[config.mk]
export PLATFORM = sky130hd
export DESIGN_NAME = cv_long_access
export DESIGN_NICKNAME = d
export VERILOG_FILES = /design/src/rtl/cvla_pkg.sv /design/src/rtl/cvla_decode.sv /design/src/rtl/cvla_pending.sv /design/src/rtl/cvla_regfile.sv /design/src/rtl/cv_long_access.sv
export SDC_FILE = /design/constraint.sdc
export NUM_CORES = 1
export LEC_CHECK = 0
export BUFFER_PORTS_ARGS = -buffer_cell sky130_fd_sc_hd__buf_4
export CORE_MARGIN = 2
export CORE_UTILIZATION = 50
export DETAILED_ROUTE_END_ITERATION = 10
export MAX_ROUTING_LAYER = met4
export PLACE_DENSITY = 0.71
export SLEW_MARGIN = 30
export SYNTH_ARGS = -nofsm -noshare
export SYNTH_HDL_FRONTEND = slang
export SYNTH_HIERARCHICAL = 1
export SYNTH_SLANG_ARGS = --single-unit
[constraint.sdc]
create_clock -name clk -period 6.3 [get_ports clk]
set_clock_uncertainty 0.1 [all_clocks]
set_input_delay 0.945 -clock clk [delete_from_list [all_inputs] [get_ports clk]]
set_output_delay 0.945 -clock clk [all_outputs]
set_load 0.02 [all_outputs]
[src/rtl/cvla_pkg.sv]
package cvla_pkg;
  localparam int CV_ADDR_W = 10;
  localparam int TUPLE_W   = 20;

  typedef enum logic [2:0] {
    OP_NONE,
    OP_VFY_BYTE,
    OP_WR_BYTE,
    OP_VFY_BIT,
    OP_WR_BIT
  } cv_op_e;

  typedef struct packed {
    cv_op_e                op;
    logic [CV_ADDR_W-1:0]  addr;
    logic [7:0]            data;
    logic [2:0]            bsel;
    logic                  bval;
  } cv_instr_s;
endpackage

[src/rtl/cvla_decode.sv]
module cvla_decode
  import cvla_pkg::*;
#(
  parameter int NUM_REGS = 16
) (
  input  logic [7:0] b0,
  input  logic [7:0] b1,
  input  logic [7:0] b2,
  output cv_instr_s  dec,
  output logic       in_range
);
  always_comb begin
    dec      = '0;
    dec.addr = {b0[1:0], b1};
    dec.data = b2;
    dec.bsel = b2[2:0];
    dec.bval = b2[3];
    dec.op   = OP_NONE;
    if (b0[7:4] == 4'b1110) begin
      unique case (b0[3:2])
        2'b01:   dec.op = OP_VFY_BYTE;
        2'b11:   dec.op = OP_WR_BYTE;
        2'b10: begin
          if (b2[7:5] == 3'b111) dec.op = b2[4] ? OP_WR_BIT : OP_VFY_BIT;
        end
        default: dec.op = OP_NONE;
      endcase
    end
  end

  assign in_range = (32'(dec.addr) < NUM_REGS);
endmodule

[src/rtl/cvla_pending.sv]
module cvla_pending
  import cvla_pkg::*;
(
  input  logic               clk,
  input  logic               rst_n,
  input  logic               instr_seen,
  input  logic               other_pkt,
  input  logic               is_write,
  input  logic [TUPLE_W-1:0] tuple,
  output logic               commit,
  output logic               pend_valid
);
  logic               pv_q, pv_d;
  logic [TUPLE_W-1:0] pt_q, pt_d;
  logic               pt_en;

  always_comb begin
    pv_d   = pv_q;
    pt_d   = pt_q;
    pt_en  = 1'b0;
    commit = 1'b0;
    if (other_pkt) pv_d = 1'b0;
    if (instr_seen) begin
      if (is_write) begin
        if (pv_q && !other_pkt && (pt_q == tuple)) begin
          commit = 1'b1;
          pv_d   = 1'b0;
        end else begin
          pv_d  = 1'b1;
          pt_d  = tuple;
          pt_en = 1'b1;
        end
      end else begin
        pv_d = 1'b0;
      end
    end
  end

  always_ff @(posedge clk or negedge rst_n) begin
    if (!rst_n) pv_q <= 1'b0;
    else        pv_q <= pv_d;
  end

  always_ff @(posedge clk or negedge rst_n) begin
    if (!rst_n)     pt_q <= '0;
    else if (pt_en) pt_q <= pt_d;
  end

  assign pend_valid = pv_q;

  assert_cancel_R7: assert property (@(posedge clk) disable iff (!rst_n)
    (other_pkt && !instr_seen) |=> !pend_valid);
endmodule

[src/rtl/cvla_regfile.sv]
module cvla_regfile #(
  parameter int NUM_REGS = 16,
  localparam int IDX_W   = (NUM_REGS > 1) ? $clog2(NUM_REGS) : 1
) (
  input  logic             clk,
  input  logic             rst_n,
  input  logic [IDX_W-1:0] rd_idx,
  output logic [7:0]       rd_data,
  input  logic             wr_en,
  input  logic [IDX_W-1:0] wr_idx,
  input  logic             wr_bit,
  input  logic [2:0]       wr_bsel,
  input  logic             wr_bval,
  input  logic [7:0]       wr_data
);
  logic [7:0]            mem_q [NUM_REGS];
  logic [7:0]            wr_cur, wr_word;
  logic [NUM_REGS*8-1:0] mem_flat;

  generate
    if ((1 << IDX_W) == NUM_REGS) begin : g_pow2
      assign rd_data = mem_q[rd_idx];
      assign wr_cur  = mem_q[wr_idx];
    end else begin : g_guard
      assign rd_data = (32'(rd_idx) < NUM_REGS) ? mem_q[rd_idx] : 8'h00;
      assign wr_cur  = (32'(wr_idx) < NUM_REGS) ? mem_q[wr_idx] : 8'h00;
    end
  endgenerate

  always_comb begin
    wr_word = wr_data;
    if (wr_bit) begin
      wr_word          = wr_cur;
      wr_word[wr_bsel] = wr_bval;
    end
  end

  always_ff @(posedge clk or negedge rst_n) begin
    if (!rst_n) begin
      for (int i = 0; i < NUM_REGS; i++) mem_q[i] <= 8'h00;
    end else if (wr_en) begin
      for (int i = 0; i < NUM_REGS; i++)
        if (32'(wr_idx) == i) mem_q[i] <= wr_word;
    end
  end

  generate
    for (genvar g = 0; g < NUM_REGS; g++) begin : g_flat
      assign mem_flat[g*8 +: 8] = mem_q[g];
    end
  endgenerate

  assert_hold_R5: assert property (@(posedge clk) disable iff (!rst_n)
    !$past(wr_en) |-> $stable(mem_flat));
endmodule

[src/rtl/cv_long_access.sv]
module cv_long_access
  import cvla_pkg::*;
#(
  parameter int NUM_REGS = 16,
  localparam int IDX_W   = (NUM_REGS > 1) ? $clog2(NUM_REGS) : 1
) (
  input  logic       clk,
  input  logic       rst_n,
  input  logic       instr_valid,
  input  logic       on_consist,
  input  logic       other_pkt,
  input  logic [7:0] instr_b0,
  input  logic [7:0] instr_b1,
  input  logic [7:0] instr_b2,
  output logic       verify_ok,
  output logic       write_ack
);
  cv_instr_s          dec;
  logic               in_range, seen, is_write, commit, pend_valid;
  logic [IDX_W-1:0]   idx;
  logic [7:0]         rd_data;
  logic               vfy_hit;
  logic               vok_q, vok_d, wack_q, wack_d;

  cvla_decode #(.NUM_REGS(NUM_REGS)) u_dec (
    .b0(instr_b0), .b1(instr_b1), .b2(instr_b2),
    .dec(dec), .in_range(in_range)
  );

  assign seen     = instr_valid && !on_consist;
  assign is_write = in_range && (dec.op == OP_WR_BYTE || dec.op == OP_WR_BIT);
  assign idx      = dec.addr[IDX_W-1:0];

  cvla_pending u_pend (
    .clk(clk), .rst_n(rst_n),
    .instr_seen(seen), .other_pkt(other_pkt), .is_write(is_write),
    .tuple({instr_b0[3:0], instr_b1, instr_b2}),
    .commit(commit), .pend_valid(pend_valid)
  );

  cvla_regfile #(.NUM_REGS(NUM_REGS)) u_rf (
    .clk(clk), .rst_n(rst_n),
    .rd_idx(idx), .rd_data(rd_data),
    .wr_en(commit), .wr_idx(idx),
    .wr_bit(dec.op == OP_WR_BIT), .wr_bsel(dec.bsel),
    .wr_bval(dec.bval), .wr_data(dec.data)
  );

  always_comb begin
    unique case (dec.op)
      OP_VFY_BYTE: vfy_hit = (rd_data == dec.data);
      OP_VFY_BIT:  vfy_hit = (rd_data[dec.bsel] == dec.bval);
      default:     vfy_hit = 1'b0;
    endcase
    vok_d  = seen && in_range && vfy_hit;
    wack_d = commit;
  end

  always_ff @(posedge clk or negedge rst_n) begin
    if (!rst_n) begin
      vok_q  <= 1'b0;
      wack_q <= 1'b0;
    end else begin
      vok_q  <= vok_d;
      wack_q <= wack_d;
    end
  end

  assign verify_ok = vok_q;
  assign write_ack = wack_q;

  assert_ack_armed_R5: assert property (@(posedge clk) disable iff (!rst_n)
    write_ack |-> $past(pend_valid));
  assert_pulse_excl_R3: assert property (@(posedge clk) disable iff (!rst_n)
    !(verify_ok && write_ack));
  assert_consist_quiet_R10: assert property (@(posedge clk) disable iff (!rst_n)
    $past(instr_valid && on_consist) |-> (!verify_ok && !write_ack));
  assert_range_quiet_R11: assert property (@(posedge clk) disable iff (!rst_n)
    $past(instr_valid && !in_range) |-> (!verify_ok && !write_ack));
endmodule

==> impl_metrics.toml, run 1 <==
[outcome]
outcome = "complete, no violations"

[die]
num_rows = 53
ioPinCount = 31
core_um2 = 21020
start_util_pct = 50.96
die-area_um2 = 22610
dieWidth_um = 150.4
die_h_um = 150.4

[critical_path]
cpPeakStageDelay_ns = 0.79
cp-end-kind = "flop"
critical_path_class = "input port to flop"
crit_fanout = 30
crit_arrival_ns = 4.72
slowest_stage = "and2_0"
worst_setup_path_start_kind = "input port"
path_cells = "buf_4, nand4b_1, or2_1, nor4_2, xnor2_1, nor3b_1, nand2_1, nor4_1, nor3b_2, buf_4, and2_0, a31o_2, a31oi_1"
worstPathRequired_ns = 6.46
cpMostUsedCell = "buf_4"

[detailed_routing]
wl_um = 34190
routedWlPerCell_um = 27.22
detail_route.vias_per_cell = 7.449
first_iter_violations = 1494
drc = 0
num_vias = 9356
ant_nets = 0
firstDrtPassIters = 5

[sta]
fmax_mhz = 219.1
fin_tns_setup_ns = 0
setup_ws_ns = 1.736
rsz0062_at_grt = "no"
period_needed_ns = 4.564
slew_violations = 0
fin_crit_sh_pct = 72.44
slew_headroom_pct = 36.65
setup_viol = 0
worstMarginPinSlew_ns = 0.9459
hold_violations = 0

[pwr]
vdd_drop_max_v = 0.0001839
power_density_nw_per_um2 = 193.1
p_leak_nw = 4.519

[clocking]
cts_resized = 0
clock_latency_ns = 0.43
htree_levels = 4
clk_pin_slew_ns = 0.06
cts_hold_buf = 0
root_buffer = "clkbuf_16"
ctsLongestPathBuffers = 2
cts_buffers = 17
cts_tree = "done"
numClockSinks = 151
post_cts_buffers = 0

[placed_design]
dpl_cell_area_um2 = 10730
finalWeightedCongestion = 0.9436
hpwl_um = 20680
io_buffers = 30
post-place-ws_ns = 1.352

[job]
drv_cap = 0

[layout]
diodes = 0
layout_commonest_cell = "a21oi_1"
final_area_um2 = 11310
drive_gt1_share_pct = 31.29
final_cell_mix = "179 x a21oi_1, 151 x dfrtp_1, 112 x a31o_2"
num-nets-final = 997
syn_to_final_growth_pct = 5.536

[global_routing]
grt_max_degree = 93
grt_pass1_vias = 8780
grt_first_pass_wirelength_um = 52460
antenna_found_initial = 0
track_usage_pct = 31.57
overflow = 0

[hold_path]
min_path_type = "flop to flop"

[yosys]
syn_nets = 1070
synth_cells = 1041
synth_area_per_cell_um2 = 10.29
yosys_warnings = 6
synth.cell_area_um2 = 10710
[registers in the layout, summed over array words and instances (netlist names)]
register,flops
verify_ok,1
u_pend/pt_q,20
u_rf/mem_flat,128
write_ack,1
u_pend/pend_valid,1
[power breakdown]
group | internal [mW] | switching, mW | total [mW]
Combinational | 0.0542 | 0.149 | 0.204
Clock | 0.591 | 0.418 | 1.01
Sequential | 0.970 | 0.000249 | 0.970
[final cells by class]
type / instances / area [µm²]
Sequential cell: 151 / 3779
Tap cell: 275 / 344.1
Clock buffer: 20 / 446.7
Multi-Input combinational cell: 746 / 6218
Fill cell: 1853 / 9716
Timing Repair Buffer: 50 / 381.6
Inverter: 2 / 7.507
Clock inverter: 12 / 128.9
[through the flow]
| stage | power (mW) | hold slack [ns] | instances | util (%) |
|---|---|---|---|---|
| after CTS | 2.193 | 0.4294 | 1256 | 53.77 |
| after global placement | 1.185 | 0.4108 | 1224 | 50.78 |
| after global routing | 2.254 | 0.4447 | 1256 | 53.78 |
| final | 2.183 | 0.4250 | 1256 | 53.78 |
| after floorplan | 1.121 | 0.3951 | 1041 | - |
| after detailed placement | 1.187 | 0.4162 | 1224 | 51.03 |
[worst max-delay path: cells and delay by family]
kind | cells | cell delay, ns
AND/OR/NAND/NOR | 8 | 2.86
buffers and inverters | 2 | 0.50
AO/OA/AOI/OAI | 2 | 0.30
XOR/XNOR | 1 | 0.11
[per-layer routing]
metal / vias up / global-route usage (%) / share of wire [%]
li1: 3945 / - / -
met1: 4582 / 43.34 / 39
met2: 709 / 45.43 / 44
met3: 120 / 5.939 / 12
met4: 0 / 14.48 / 4.7
met5: - / - / 0
[worst paths after layout]
kind	startpoint	endpoint	slack [ns]	cells past startpoint
max	instr_b0[4]	u_rf/mem_flat[23]	1.74	13
min	u_pend/pt_q[6]	u_pend/pt_q[6]	0.42	1
max reg2reg	u_pend/pt_q[12]	u_rf/mem_flat[23]	2.56	9
min reg2reg	u_pend/pt_q[6]	u_pend/pt_q[6]	0.42	1
max in group asynchronous	rst_n	u_rf/mem_flat[76]	4.21	2
min in group asynchronous	rst_n	u_pend/pt_q[15]	0.50	1
No activity file was read; power rests on OpenSTA's default activity.
==> inputs of run 2 (changes only) <==
==> constraint.sdc (replaced) <==
create_clock -name clk -period 4.62 [get_ports clk]
set_clock_uncertainty 0.1 [all_clocks]
set_input_delay 0.693 -clock clk [delete_from_list [all_inputs] [get_ports clk]]
set_output_delay 0.693 -clock clk [all_outputs]
set_load 0.02 [all_outputs]
==> run 2 against run 1 <==
Effect of this change:
- count of clock-buffer cells in the layout up 4
- register-to-register slack worse by 1.1 ns
- largest power group unchanged
- core utilization up 1.6 points
==> impl_metrics.toml, run 2 (same netlist as run 1, synthesis figures left out) <==
[outcome]
outcome = "complete, no violations"

[placed_design]
finalWeightedCongestion = 0.9293
io_buffers = 30
placed_cells = 1256
hpwl_um = 22330

[hold_path]
min_path_type = "input port to asynchronous set/reset pin"

[clocking]
cts_tree = "done"
clock_latency_ns = 0.44
cts_hold_buf = 0
cts_buffers = 17
clk_pin_slew_ns = 0.06
root_buffer = "clkbuf_16"
post_cts_buffers = 0
ctsLongestPathBuffers = 2
numClockSinks = 151
htree_levels = 4
cts_resized = 0

[layout]
layoutNonFillerInstCount = 1289
syn_to_final_growth_pct = 8.690
layout_commonest_cell = "a21oi_1"
drive_gt1_share_pct = 33.07
fillers = 1809
num-nets-final = 1029
final_cell_mix = "179 x a21oi_1, 151 x dfrtp_1, 112 x a31o_2"
largest_reg_flops = 128

[die]
core_um2 = 21020
die-area_um2 = 22610
dieWidth_um = 150.4
start_util_pct = 50.96
die_h_um = 150.4
ioPinCount = 31
num_rows = 53

[pwr]
power_density_nw_per_um2 = 275.0
seqPwrFrac_pct = 41.3
p_leak_nw = 4.747
intPower_mw = 2.430
vdd_drop_max_v = 0.0001904
p_sw_mw = 0.7718
sw_frac_of_total_pct = 24.10
p_total_mw = 3.202
clockPowerShare_pct = 49.8
combPwrFrac_pct = 8.8

[detailed_routing]
drc = 0
ant_nets = 0
detail_route.vias_per_cell = 7.355
num_vias = 9480
routedWlPerCell_um = 26.87
wl_um = 34640
firstDrtPassIters = 6
first_iter_violations = 1508

[sta]
setup_viol = 0
hold_violations = 0
whs_ns = 0.2382
slew_violations = 0
fmax_mhz = 263.4
rsz0062_at_grt = "no"
fin_tns_setup_ns = 0
fin_crit_sh_pct = 82.16
slew_headroom_pct = 32.43
worstMarginPinSlew_ns = 1.013
period_needed_ns = 3.796

[global_routing]
grt_first_pass_wirelength_um = 53160
grt_pass1_vias = 9010
overflow = 0
track_usage_pct = 31.80
grt_max_degree = 97
antenna_found_initial = 0
grt_util_met2_pct = 46.14
grt-busiest-layer = "met2"
grt_use_met1_pct = 42.49
grt_util_met3_pct = 6.485

[critical_path]
worstPathRequired_ns = 4.80
path_cells = "buf_4, nand4b_1, or2_1, nor4_2, xnor2_1, nor3b_1, nand2_1, nor4_1, buf_4, and3b_1, buf_4, and2_1, a31o_2, a21oi_1"
critical_path_class = "input port to flop"
cpPeakStageDelay_ns = 0.45
cp-end-kind = "flop"
cp_top_family = "simple AND/OR/NAND/NOR gates"
cpMostUsedCell = "buf_4"
crit_fanout = 16
slowest_stage = "and2_1"
worst_setup_path_start_kind = "input port"
path_buf_inv = 3
crit_arrival_ns = 3.98

[job]
drv_cap = 0
run 2: routing by layer:
metal  vias to the layer above  part of all wire (%)
met2                       707                    45
met3                       147                    11
li1                       4012                     -
met5                         -                     0
met1                      4614                    39
met4                         0                   5.0
run 2: worst paths after layout:
kind | cells past startpoint | start | slack [ns] | endpoint
worst min-delay path | 1 | rst_n | 0.24 | u_pend/pt_q[12]
worst max register to register | 10 | u_pend/pt_q[0] | 1.42 | u_rf/mem_flat[63]
worst min register to register | 1 | u_pend/pt_q[0] | 0.43 | u_pend/pt_q[0]
min in group clk | 2 | instr_b1[5] | 0.43 | u_pend/pt_q[13]
worst max-delay path | 14 | instr_b0[4] | 0.82 | u_rf/mem_flat[63]
max in group asynchronous | 2 | rst_n | 3.40 | u_rf/mem_flat[87]
run 2: final cells by class:
| type | count | area (µm²) | area share (%) |
|---|---|---|---|
| clock buffer | 24 | 501.7 | 4.309 |
| inverter | 2 | 7.507 | 0.06447 |
| timing repair buffer | 82 | 671.9 | 5.770 |
| sequential | 151 | 3779 | 32.45 |
| antenna | 1 | 2.502 | 0.02149 |
| tap | 275 | 344.1 | 2.955 |
| multi-input combinational | 746 | 6172 | 53.01 |
| clock inverter | 8 | 165.2 | 1.418 |
run 2: per-stage QoR:
stage / setup WS, ns / cell area, µm² / utilization [%]
3_3_place_gp: 0.6009 / 10960 / 52.16
4_1_cts: 0.8732 / 11640 / 55.37
3_5_place_dp: 0.4499 / 10970 / 52.19
2_1_floorplan: 1.040 / 10710 / -
5_1_grt: 0.5374 / 11640 / 55.38
6_report: 0.8241 / 11640 / 55.39
run 2: power by group through the flow:
stage	Combinational, mW	Sequential [mW]	Clock (mW)
after detailed placement	0.276	1.35	0
after floorplan	0.181	1.35	0
after CTS	0.277	1.32	1.61
after global placement	0.274	1.35	0
after global routing	0.297	1.32	1.66
final	0.283	1.32	1.60
